**config.mk**
```make
export PLATFORM = sky130hd
export DESIGN_NAME = gpsn_port
export DESIGN_NICKNAME = d
export VERILOG_FILES = /design/src/rtl/gpsn_pkg.sv /design/src/rtl/gpsn_regfile.sv /design/src/rtl/gpsn_padmux.sv /design/src/rtl/gpsn_sense.sv /design/src/rtl/gpsn_port.sv
export SDC_FILE = /design/constraint.sdc
export NUM_CORES = 1
export LEC_CHECK = 0
export ABC_CLOCK_PERIOD_IN_PS = 3410
export BUFFER_PORTS_ARGS = -buffer_cell sky130_fd_sc_hd__buf_2
export CELL_PAD_IN_SITES_DETAIL_PLACEMENT = 2
export CELL_PAD_IN_SITES_GLOBAL_PLACEMENT = 2
export CORE_ASPECT_RATIO = 0.9
export CORE_MARGIN = 3
export CORE_UTILIZATION = 31
export CTS_BUF_LIST = sky130_fd_sc_hd__clkbuf_16
export DETAILED_ROUTE_END_ITERATION = 7
export HOLD_SLACK_MARGIN = 0.15
export PLACE_DENSITY = 0.9
export SLEW_MARGIN = 20
export SYNTH_ARGS = -nofsm -noshare
export SYNTH_HDL_FRONTEND = slang
export SYNTH_HIERARCHICAL = 1
export SYNTH_SLANG_ARGS = --single-unit
```
**constraint.sdc**
```tcl
create_clock -name clk -period 3.41 [get_ports clk]
set_input_delay 0.5115 -clock clk [delete_from_list [all_inputs] [get_ports clk]]
set_output_delay 0.5115 -clock clk [all_outputs]
set_load 0.05 [all_outputs]
```
**src/rtl/gpsn_pkg.sv**
```systemverilog
package gpsn_pkg;
  localparam int A_OUT    = 0;
  localparam int A_OUTSET = 1;
  localparam int A_OUTCLR = 2;
  localparam int A_IN     = 3;
  localparam int A_DIR    = 4;
  localparam int A_DIRSET = 5;
  localparam int A_DIRCLR = 6;
  localparam int A_LATCH  = 7;
  localparam int A_MODE   = 8;
  localparam int CFG_BASE = 16;

  typedef enum logic [1:0] {
    SNS_OFF  = 2'b00,
    SNS_RSV  = 2'b01,
    SNS_HIGH = 2'b10,
    SNS_LOW  = 2'b11
  } sense_e;

  typedef struct packed {
    logic en;
    logic inv;
  } sense_ctl_t;

  function automatic sense_ctl_t decode_sense(input logic [1:0] code);
    sense_ctl_t r;
    case (sense_e'(code))
      SNS_HIGH: r = '{en: 1'b1, inv: 1'b0};
      SNS_LOW:  r = '{en: 1'b1, inv: 1'b1};
      default:  r = '{en: 1'b0, inv: 1'b0};
    endcase
    return r;
  endfunction
endpackage

```
**src/rtl/gpsn_regfile.sv**
```systemverilog
module gpsn_regfile
  import gpsn_pkg::*;
#(
  parameter int NPINS  = 8,
  parameter int DATA_W = 32,
  parameter int ADDR_W = 5
) (
  input  logic              clk,
  input  logic              rst,
  input  logic              req_valid,
  input  logic              req_write,
  input  logic [ADDR_W-1:0] req_addr,
  input  logic [DATA_W-1:0] req_wdata,
  input  logic [NPINS-1:0]  in_q,
  input  logic [NPINS-1:0]  latch_q,
  output logic [DATA_W-1:0] rd_data,
  output logic [NPINS-1:0]  dir_nxt,
  output logic [NPINS-1:0]  out_nxt,
  output logic [NPINS-1:0]  inen_nxt,
  output logic [NPINS-1:0]  inen_cur,
  output logic [NPINS-1:0]  sen_nxt,
  output logic [NPINS-1:0]  sinv_nxt,
  output logic              mode_nxt,
  output logic              mode_cur,
  output logic              latch_wr,
  output logic              latch_nz,
  output logic [NPINS-1:0]  latch_clr
);
  logic              wr_en, rd_en;
  logic [NPINS-1:0]  wdat;
  logic [NPINS-1:0]  out_q, dir_q, dir_base, inen_q;
  logic              mode_q;
  logic [1:0]        sns_q [NPINS];
  logic [NPINS-1:0]  cfg_hit;
  logic [DATA_W-1:0] cfg_rd;

  assign wr_en     = req_valid & req_write;
  assign rd_en     = req_valid & ~req_write;
  assign wdat      = req_wdata[NPINS-1:0];
  assign latch_wr  = wr_en && (req_addr == ADDR_W'(A_LATCH));
  assign latch_clr = wdat;
  assign latch_nz  = |req_wdata;
  assign inen_cur  = inen_q;
  assign mode_cur  = mode_q;

  always_comb begin
    out_nxt  = out_q;
    dir_base = dir_q;
    mode_nxt = mode_q;
    if (wr_en) begin
      case (req_addr)
        ADDR_W'(A_OUT):    out_nxt  = wdat;
        ADDR_W'(A_OUTSET): out_nxt  = out_q | wdat;
        ADDR_W'(A_OUTCLR): out_nxt  = out_q & ~wdat;
        ADDR_W'(A_DIR):    dir_base = wdat;
        ADDR_W'(A_DIRSET): dir_base = dir_q | wdat;
        ADDR_W'(A_DIRCLR): dir_base = dir_q & ~wdat;
        ADDR_W'(A_MODE):   mode_nxt = req_wdata[0];
        default: ;
      endcase
    end
  end

  for (genvar i = 0; i < NPINS; i++) begin : g_pin
    logic [1:0] sns_n;
    sense_ctl_t ctl;
    assign cfg_hit[i]  = wr_en && (req_addr == ADDR_W'(CFG_BASE + i));
    assign dir_nxt[i]  = cfg_hit[i] ? req_wdata[0] : dir_base[i];
    assign inen_nxt[i] = cfg_hit[i] ? req_wdata[1] : inen_q[i];
    assign sns_n       = cfg_hit[i] ? req_wdata[3:2] : sns_q[i];
    assign ctl         = decode_sense(sns_n);
    assign sen_nxt[i]  = ctl.en;
    assign sinv_nxt[i] = ctl.inv;

    always_ff @(posedge clk) begin
      if (rst) begin
        inen_q[i] <= 1'b0;
        sns_q[i]  <= 2'b00;
      end else begin
        inen_q[i] <= inen_nxt[i];
        sns_q[i]  <= sns_n;
      end
    end

    // a configuration write sets the port direction bit
    assert_cfg_dir_R5: assert property (@(posedge clk) disable iff (rst)
      cfg_hit[i] |=> (dir_q[i] == $past(req_wdata[0])));
  end

  always_ff @(posedge clk) begin
    if (rst) begin
      out_q  <= '0;
      dir_q  <= '0;
      mode_q <= 1'b0;
    end else begin
      out_q  <= out_nxt;
      dir_q  <= dir_nxt;
      mode_q <= mode_nxt;
    end
  end

  always_comb begin
    cfg_rd = '0;
    for (int i = 0; i < NPINS; i++) begin
      if (req_addr == ADDR_W'(CFG_BASE + i))
        cfg_rd[3:0] = {sns_q[i], inen_q[i], dir_q[i]};
    end
  end

  always_ff @(posedge clk) begin
    if (rst) begin
      rd_data <= '0;
    end else if (rd_en) begin
      case (req_addr)
        ADDR_W'(A_OUT),
        ADDR_W'(A_OUTSET): rd_data <= DATA_W'(out_q);
        ADDR_W'(A_OUTCLR): rd_data <= '0;
        ADDR_W'(A_IN):     rd_data <= DATA_W'(in_q);
        ADDR_W'(A_DIR),
        ADDR_W'(A_DIRSET): rd_data <= DATA_W'(dir_q);
        ADDR_W'(A_DIRCLR): rd_data <= '0;
        ADDR_W'(A_LATCH):  rd_data <= DATA_W'(latch_q);
        ADDR_W'(A_MODE):   rd_data <= DATA_W'(mode_q);
        default:           rd_data <= cfg_rd;
      endcase
    end
  end

  assert_outclr_reads_zero_R3: assert property (@(posedge clk) disable iff (rst)
    (rd_en && req_addr == ADDR_W'(A_OUTCLR)) |=> (rd_data == '0));

  assert_outset_merges_R2: assert property (@(posedge clk) disable iff (rst)
    (wr_en && req_addr == ADDR_W'(A_OUTSET)) |=> ((out_q & $past(wdat)) == $past(wdat)));
endmodule

```
**src/rtl/gpsn_padmux.sv**
```systemverilog
module gpsn_padmux #(
  parameter int NPINS = 8
) (
  input  logic             clk,
  input  logic             rst,
  input  logic [NPINS-1:0] dir_nxt,
  input  logic [NPINS-1:0] out_nxt,
  input  logic [NPINS-1:0] inen_nxt,
  input  logic [NPINS-1:0] ovr_dir_en,
  input  logic [NPINS-1:0] ovr_dir_val,
  input  logic [NPINS-1:0] ovr_out_en,
  input  logic [NPINS-1:0] ovr_out_val,
  input  logic [NPINS-1:0] pad_in,
  output logic [NPINS-1:0] pad_out,
  output logic [NPINS-1:0] pad_oe,
  output logic [NPINS-1:0] in_q,
  output logic [NPINS-1:0] in_nxt
);
  for (genvar i = 0; i < NPINS; i++) begin : g_pad
    logic eff_dir, eff_out;
    assign eff_dir   = ovr_dir_en[i] ? ovr_dir_val[i] : dir_nxt[i];
    assign eff_out   = ovr_out_en[i] ? ovr_out_val[i] : out_nxt[i];
    assign in_nxt[i] = pad_in[i] & inen_nxt[i];

    always_ff @(posedge clk) begin
      if (rst) begin
        pad_oe[i]  <= 1'b0;
        pad_out[i] <= 1'b0;
        in_q[i]    <= 1'b0;
      end else begin
        pad_oe[i]  <= eff_dir;
        pad_out[i] <= eff_dir & eff_out;
        in_q[i]    <= in_nxt[i];
      end
    end
  end

  assert_dir_override_R7: assert property (@(posedge clk) disable iff (rst)
    (ovr_dir_en != '0) |=> ((pad_oe & $past(ovr_dir_en)) == $past(ovr_dir_val & ovr_dir_en)));
endmodule

```
**src/rtl/gpsn_sense.sv**
```systemverilog
module gpsn_sense #(
  parameter int NPINS = 8
) (
  input  logic             clk,
  input  logic             rst,
  input  logic [NPINS-1:0] in_nxt,
  input  logic [NPINS-1:0] sen_nxt,
  input  logic [NPINS-1:0] sinv_nxt,
  input  logic             mode_nxt,
  input  logic             mode_cur,
  input  logic             latch_wr,
  input  logic             latch_nz,
  input  logic [NPINS-1:0] latch_clr,
  output logic [NPINS-1:0] latch_q,
  output logic             detect,
  output logic             detect_evt
);
  logic [NPINS-1:0] det_nxt, det_q, latch_nxt, clr_mask;
  logic             any_nxt, rearm;

  assign det_nxt   = (in_nxt ^ sinv_nxt) & sen_nxt;
  assign clr_mask  = latch_wr ? latch_clr : '0;
  assign latch_nxt = (latch_q & ~clr_mask) | det_nxt;
  assign any_nxt   = mode_nxt ? (|latch_nxt) : (|det_nxt);
  assign rearm     = latch_wr && latch_nz && mode_nxt && (latch_nxt != '0);

  always_ff @(posedge clk) begin
    if (rst) begin
      det_q      <= '0;
      latch_q    <= '0;
      detect     <= 1'b0;
      detect_evt <= 1'b0;
    end else begin
      det_q      <= det_nxt;
      latch_q    <= latch_nxt;
      detect     <= any_nxt;
      detect_evt <= (any_nxt & ~detect) | rearm;
    end
  end

  assert_latch_holds_active_R9: assert property (@(posedge clk) disable iff (rst)
    ((latch_q & det_q) == det_q));

  assert_latched_detect_R10: assert property (@(posedge clk) disable iff (rst)
    mode_cur |-> (detect == (|latch_q)));

  assert_rise_gives_event_R11: assert property (@(posedge clk) disable iff (rst)
    $rose(detect) |-> detect_evt);
endmodule

```
**src/rtl/gpsn_port.sv**
```systemverilog
module gpsn_port
  import gpsn_pkg::*;
#(
  parameter int NPINS  = 8,
  parameter int DATA_W = 32,
  localparam int ADDR_W = $clog2(CFG_BASE + NPINS)
) (
  input  logic              clk,
  input  logic              rst,
  input  logic              req_valid,
  input  logic              req_write,
  input  logic [ADDR_W-1:0] req_addr,
  input  logic [DATA_W-1:0] req_wdata,
  output logic [DATA_W-1:0] rd_data,
  input  logic [NPINS-1:0]  pad_in,
  output logic [NPINS-1:0]  pad_out,
  output logic [NPINS-1:0]  pad_oe,
  input  logic [NPINS-1:0]  ovr_dir_en,
  input  logic [NPINS-1:0]  ovr_dir_val,
  input  logic [NPINS-1:0]  ovr_out_en,
  input  logic [NPINS-1:0]  ovr_out_val,
  output logic              detect,
  output logic              detect_evt
);
  logic [NPINS-1:0] in_q, in_nxt, latch_q, latch_clr;
  logic [NPINS-1:0] dir_nxt, out_nxt, inen_nxt, inen_cur, sen_nxt, sinv_nxt;
  logic             mode_nxt, mode_cur, latch_wr, latch_nz;

  gpsn_regfile #(.NPINS(NPINS), .DATA_W(DATA_W), .ADDR_W(ADDR_W)) u_regs (
    .clk(clk), .rst(rst), .req_valid(req_valid), .req_write(req_write),
    .req_addr(req_addr), .req_wdata(req_wdata), .in_q(in_q), .latch_q(latch_q),
    .rd_data(rd_data), .dir_nxt(dir_nxt), .out_nxt(out_nxt), .inen_nxt(inen_nxt),
    .inen_cur(inen_cur), .sen_nxt(sen_nxt), .sinv_nxt(sinv_nxt),
    .mode_nxt(mode_nxt), .mode_cur(mode_cur), .latch_wr(latch_wr),
    .latch_nz(latch_nz), .latch_clr(latch_clr)
  );

  gpsn_padmux #(.NPINS(NPINS)) u_pads (
    .clk(clk), .rst(rst), .dir_nxt(dir_nxt), .out_nxt(out_nxt), .inen_nxt(inen_nxt),
    .ovr_dir_en(ovr_dir_en), .ovr_dir_val(ovr_dir_val), .ovr_out_en(ovr_out_en),
    .ovr_out_val(ovr_out_val), .pad_in(pad_in), .pad_out(pad_out), .pad_oe(pad_oe),
    .in_q(in_q), .in_nxt(in_nxt)
  );

  gpsn_sense #(.NPINS(NPINS)) u_sense (
    .clk(clk), .rst(rst), .in_nxt(in_nxt), .sen_nxt(sen_nxt), .sinv_nxt(sinv_nxt),
    .mode_nxt(mode_nxt), .mode_cur(mode_cur), .latch_wr(latch_wr),
    .latch_nz(latch_nz), .latch_clr(latch_clr), .latch_q(latch_q),
    .detect(detect), .detect_evt(detect_evt)
  );

  // disconnected inputs never show a 1 in the input register
  assert_input_masked_R6: assert property (@(posedge clk) disable iff (rst)
    ((in_q & ~inen_cur) == '0));
endmodule

```
* After elaboration in Yosys (flattened, before gate mapping)
Memory sizes are Yosys's and may differ from the RTL's.
Index checks and enable logic that the tools add are counted.
** Cells by class
- Equal/unequal tests :: 32
- Multiplexer cells :: 76
- Bitwise gates (word level) :: 40
- Reduce and logical (&&, ||, !) cells :: 20
** Operators by type and width (count)
- 8-bit case mux with 3 select lines :: 2
- 8-bit case mux with 6 select lines :: 1
- 5-bit == test, second input constant :: 8
- 1-bit 2-to-1 mux :: 38
- 8-bit AND :: 4
- 2-bit == test, second input constant :: 16
- 2-bit 2-to-1 mux :: 16
- 4-bit 2-to-1 mux :: 8
- 2-bit case mux with 2 select lines :: 8
- 32-bit OR reduction :: 1
- 8-bit 2-to-1 mux :: 3
- 8-bit OR :: 3
- 5-bit by 3-bit == test with 1-bit output, second input constant :: 4
- 1-bit AND :: 19
- 8-bit inverter :: 2
- 8-bit OR reduction :: 2
- 1-bit logical AND :: 12
- 5-bit by 2-bit == test with 1-bit output, second input constant :: 2
- 1-bit OR :: 9
- 8-bit nonzero test :: 1
- 8-bit XOR :: 1
- 2-bit OR reduction :: 3
- 5-bit by 1-bit == test with 1-bit output, second input constant :: 1
- 5-bit by 4-bit == test with 1-bit output, second input constant :: 1
- other kinds (2) :: 3
** Storage, ports and cells
- Register bits after elaboration :: 91
- Memory bits (writable) :: 16
- Input port bits :: 81
- Output and inout bits :: 50
- Word-level logic and storage cells :: 208
- Memories kept :: 1
** Memories
- u_regs.sns_q :: depth 8, bits a word 2, read ports 8, clocked after memory_dff 0, write ports 8, line gpsn_regfile.sv:33 : logic [1:0] sns_q [NPINS];

* Logic depth before layout (Yosys ltp)
- Depth after elaboration :: 12
- Gate-level depth with buffers :: 11

* Cells and area by module
Netlist, hierarchy kept.
** Modules (own cells, without submodules)
- gpsn_regfile :: instances 1, cells an instance 411, area each 3377.0 sq um, sequential area each 980.9 sq um
- gpsn_padmux :: instances 1, cells an instance 74, area each 877.1 sq um, sequential area each 480.5 sq um
- gpsn_sense :: instances 1, cells an instance 60, area each 494.2 sq um, sequential area each 200.2 sq um

* Worst setup path before layout
No wires, ideal clock.
- Path type :: in2reg
- From :: input req_addr[3]
- To :: register u_sense.detect
- Arrival time :: 2.438 ns
- Setup slack :: 0.839 ns
- Stages :: 10
- Buffers on the path :: 1
- Cells stage by stage :: or3b_1 > buf_6 > nor3_4 > mux2_2 > and2_1 > xor2_1 > a22oi_1 > nand4_1 > nor2_1 > a211oi_1
** Between the ends
- Elaborated cells between the ends (all ways) :: 78
** RTL lines
- start: declaration :: line gpsn_port.sv:12 : input logic [ADDR_W-1:0] req_addr,
- 5-bit == test * :: line gpsn_regfile.sv:67 : assign cfg_hit[i] = wr_en && (req_addr == ADDR_W'(CFG_BASE + i));
- 1-bit logical AND * :: line gpsn_regfile.sv:67
- 1-bit 2-to-1 mux * :: line gpsn_regfile.sv:69 : assign inen_nxt[i] = cfg_hit[i] ? req_wdata[1] : inen_q[i];
- named net inen_nxt[1] :: line gpsn_port.sv:26 : logic [NPINS-1:0] dir_nxt, out_nxt, inen_nxt, inen_cur, sen_nxt, sinv_nxt;
- 1-bit AND * :: line gpsn_padmux.sv:23 : assign in_nxt[i] = pad_in[i] & inen_nxt[i];
- named net in_nxt[1] :: line gpsn_port.sv:25 : logic [NPINS-1:0] in_q, in_nxt, latch_q, latch_clr;
- 8-bit XOR * :: line gpsn_sense.sv:21 : assign det_nxt = (in_nxt ^ sinv_nxt) & sen_nxt;
- 8-bit AND * :: line gpsn_sense.sv:21
- 8-bit OR :: line gpsn_sense.sv:23 : assign latch_nxt = (latch_q & ~clr_mask) | det_nxt;
- 8-bit OR reduction :: line gpsn_sense.sv:24 : assign any_nxt = mode_nxt ? (|latch_nxt) : (|det_nxt);
- 1-bit 2-to-1 mux * :: line gpsn_sense.sv:24
- end signal: assignment :: line gpsn_sense.sv:36 : detect <= any_nxt;
- end: declaration :: line gpsn_sense.sv:15 : output logic detect,
The timed path passes the listed nets; every way through them passes the cells marked *.
A chain may end at the register's enable or synchronous reset.

* Final worst setup path
- From :: input req_addr[3]
- To :: register u_sense.detect_evt
** Between the ends
- Elaborated cells between the ends (all ways) :: 84
** RTL lines
- 5-bit == test * :: line gpsn_regfile.sv:67
- 1-bit logical AND * :: line gpsn_regfile.sv:67
- 1-bit 2-to-1 mux * :: line gpsn_regfile.sv:69
- named net inen_nxt[7] :: line gpsn_port.sv:26
- 1-bit AND * :: line gpsn_padmux.sv:23
- named net in_nxt[7] :: line gpsn_port.sv:25
- 8-bit XOR * :: line gpsn_sense.sv:21
- 8-bit AND * :: line gpsn_sense.sv:21
- 8-bit OR :: line gpsn_sense.sv:23
- 8-bit OR reduction :: line gpsn_sense.sv:24
- 1-bit 2-to-1 mux :: line gpsn_sense.sv:24
- 1-bit AND :: line gpsn_sense.sv:37 : detect_evt <= (any_nxt & ~detect) | rearm;
- 1-bit OR * :: line gpsn_sense.sv:37
- end signal: assignment :: line gpsn_sense.sv:37
- end: declaration :: line gpsn_sense.sv:16 : output logic detect_evt
Marked as above.

==> metrics <==
share of post-route cells with drive strength above 1=0.2855; CP Class=in2reg; die span in y=123.4 um; Net Switching=677.2 uW; Initial DRT Pass Iterations=5; multi-input combinational cell area=2705 sq um; ratio of total power to cell area=413.5 nW/um^2; clk_skew=0.007426 ns; Worst EP required=3.64 ns; Detailed Route WL=19750 um; Via Count=4659; sequential cell area=1662 sq um; Post-synth top flop=dfxtp_1; CP startpoint kind=primary input; total of max-cap violations=0; CP endpoint kind=flop; Worst Path Arrival=3.11 ns; number of enable flip-flop cells after synthesis=0; vias per std cell=5.553; period utilization=0.8427; Ys Warns=6; setup bufs post-CTS=0; Clock Tree Root=clkbuf_16; final hold vios=0; run status=finished, final reports clean; share of total power in sequential cells=0.429; post-synthesis cell count=545; Netlist Area Pre-Place=4748 sq um; Combinational Power Share=0.160; H-tree Lvls=3; clk slew on worst S/H paths=0.06 ns; I/O Buffers=106; Hold Path Class=in2reg; Yosys top cell area share=0.3499; Switching Share=0.2926; CTS tree=done; die width=136.5 um; fin nets=718; Ant. Diodes=0; RSZ-0062 raised after global routing=no; Boundary Pins=131; Placed Instances=824; Layout Cells excl Fill=839; count of cell types in the netlist=55; cell taking the most area after synthesis=dfxtp_1; power share of the clock group=0.411; worst slew pin tran=0.7734 ns; CTS Sinks=83; clk buf depth=2; initial antenna violation count=1; post-layout min period=2.874 ns; Pins Over Slew Limit=0; row cnt=42; Starting Density=0.3193; first-pass GRT wire length=29970 um; Clock Latency Late Sink=0.35 ns; Area growth syn-to-layout=17.87%; vias in the first global route=5082; Worst Path Max Fanout=15; minimum hold slack=0.4359 ns; setup TNS=0 ns; DIE AREA=16840 sq um; fmax=348.0 MHz; Final HPWL DP=15010 um; ANT nets after route=0; core area=14870 sq um; Mapped Avg Cell Area=8.712 sq um; Power Internal=1.637 mW; Lkg Pwr=2.377 nW; peak supply drop=219.4 uV; register bit total from synthesis=83; TritonCTS Buffers=9; largest net degree at the start of global routing=36; Final setup viols=0; Initial DRC Count=442; total chip power=2.314 mW; drt drc=0; filler cell count=1693; gpl congestion=0.9100; WL/cell=23.54 um; Overflow after GRT=0; Synth async-reset ratio=0; top cells by area, synth=dfxtp_1 35%, buf_4 6.6%, mux2i_1 5.7%, mux2_2 4.7%, nor2b_1 4.6%; sequential area share after synthesis=0.3499; Slew HR=0.4816; Total GRT Usage=0.2387; post_cts resized=0; Finished Core Util=0.3763; Hold Buf Count CTS=0
==> cell type report <==
cell class | count | area share
timing repair buffer | 127 | 0.1230
multi-input combinational | 411 | 0.4833
inverter | 5 | 0.003353
sequential | 83 | 0.2969
clock inverter | 6 | 0.008943
tap | 198 | 0.04427
clock buffer | 9 | 0.04024
==> cells by family (layout without fill, tap and decap cells) <==
logic type / Yosys count / count (layout) / share of synthesized area
mux: 47 / 47 / 0.1043
simple gates: 213 / 213 / 0.2646
buf+inv: 74 / 147 / 0.09855
compound gates: 119 / 119 / 0.1671
other cells: 1 / 24 / 0.0007898
flops: 83 / 83 / 0.3499
xor+xnor: 8 / 8 / 0.01476
==> stage by stage <==
step	worst slack [ns]	cell area, sq um
floorplan	0.8388	4835
global placement	0.3787	5321
detailed placement	0.2511	5321
CTS	0.5996	5597
global route	0.4258	5597
finish	0.5363	5597
==> cells in the final DEF, fill, tap and decap left out, types with 2 or more instances in the layout <==
master	synthesis	final
nor4_1	9	9
nand4_1	6	6
conb_1	1	24
nand3_1	9	9
a211oi_1	7	7
o21ai_0	32	32
o2111ai_1	4	4
nor2b_1	35	35
and2_1	11	11
a22oi_1	18	18
xor2_1	8	8
nor3_4	4	4
and2b_1	3	3
nor3_2	11	11
nand2_1	45	45
o22ai_1	5	5
nand2_2	2	2
a21oi_1	20	20
clkinv_1	0	2
a22o_1	9	9
mux2_2	20	20
dfxtp_1	83	83
o211ai_1	2	2
a21o_1	2	2
mux2i_1	27	27
inv_1	5	7
buf_4	42	21
a31oi_1	3	3
buf_2	8	106
and3b_1	2	2
nor2_1	38	38
clkbuf_16	0	9
a221oi_1	10	10
or3_1	6	6
nand2b_1	7	7
nor3_1	14	14
==> path summary, 6_finish.rpt <==
check                                                    from                             to  slack (ns)  cells after the start
worst max register to register  u_regs/inen_cur[7]$_SDFF_PP0_  u_sense/detect_evt$_SDFF_PP0_        1.42                      7
worst min-delay path                           ovr_out_val[1]   u_pads/pad_out[1]$_SDFF_PP0_        0.44                      3
worst min register to register  u_regs/sns_q[0][0]$_SDFF_PP0_  u_regs/sns_q[0][0]$_SDFF_PP0_        0.48                      2
worst max-delay path                              req_addr[3]  u_sense/detect_evt$_SDFF_PP0_        0.54                     11
==> state kept, by name, summed over array words and instances, names as in the netlist, 8 cells and up <==
name / flops
u_regs/sns_q: 16
u_pads/in_q: 8
u_regs/out_q: 8
u_pads/pad_out: 8
u_regs/rd_data: 8
u_sense/latch_q: 8
u_pads/pad_oe: 8
u_regs/inen_cur: 8
u_regs/dir_q: 8
==> synthesized netlist by cell type (3+ instances only) <==
library cell / instances
and2b_1: 3
a211oi_1: 7
nor3_2: 11
buf_6: 3
inv_1: 5
xor2_1: 8
nand2_1: 45
nand2b_1: 7
nand3_1: 9
dfxtp_1: 83
o21ai_0: 32
and2_1: 11
mux2_2: 20
buf_2: 8
a22o_1: 9
nor2b_1: 35
o2111ai_1: 4
mux2i_1: 27
a21oi_1: 20
nor4_1: 9
nand4_1: 6
a221oi_1: 10
or3_1: 6
nor3_4: 4
clkbuf_1: 15
o22ai_1: 5
nor3_1: 14
a22oi_1: 18
a31oi_1: 3
nor2_1: 38
buf_4: 42
==> power by group through the flow <==
stage	clock [mW]	combinational, mW	sequential [mW]
3_5_place_dp	0	0.362	1.01
2_1_floorplan	0	0.218	1.05
3_3_place_gp	0	0.349	1.01
6_report	0.951	0.370	0.993
4_1_cts	0.966	0.365	0.993
5_1_grt	1.00	0.391	0.994
==> critical path, cell delays in order <==
cell      delay [ns]
buf_2           0.12
buf_4           0.20
nand3b_4        0.24
nor3_1          0.41
mux2_2          0.40
and2_1          0.16
xor2_1          0.17
a22oi_1         0.46
nand4_1         0.17
nor2_1          0.17
o21ai_0         0.11
==> per-layer routing <==
layer	track usage	vias to the layer above	wire length [um]
li1	-	2076	-
met2	0.4177	211	9883
met1	0.2878	2329	7965
met5	0	-	46
met4	0.09761	2	564
met3	0.04597	41	1293
No activity file was read; power rests on OpenSTA's default activity.
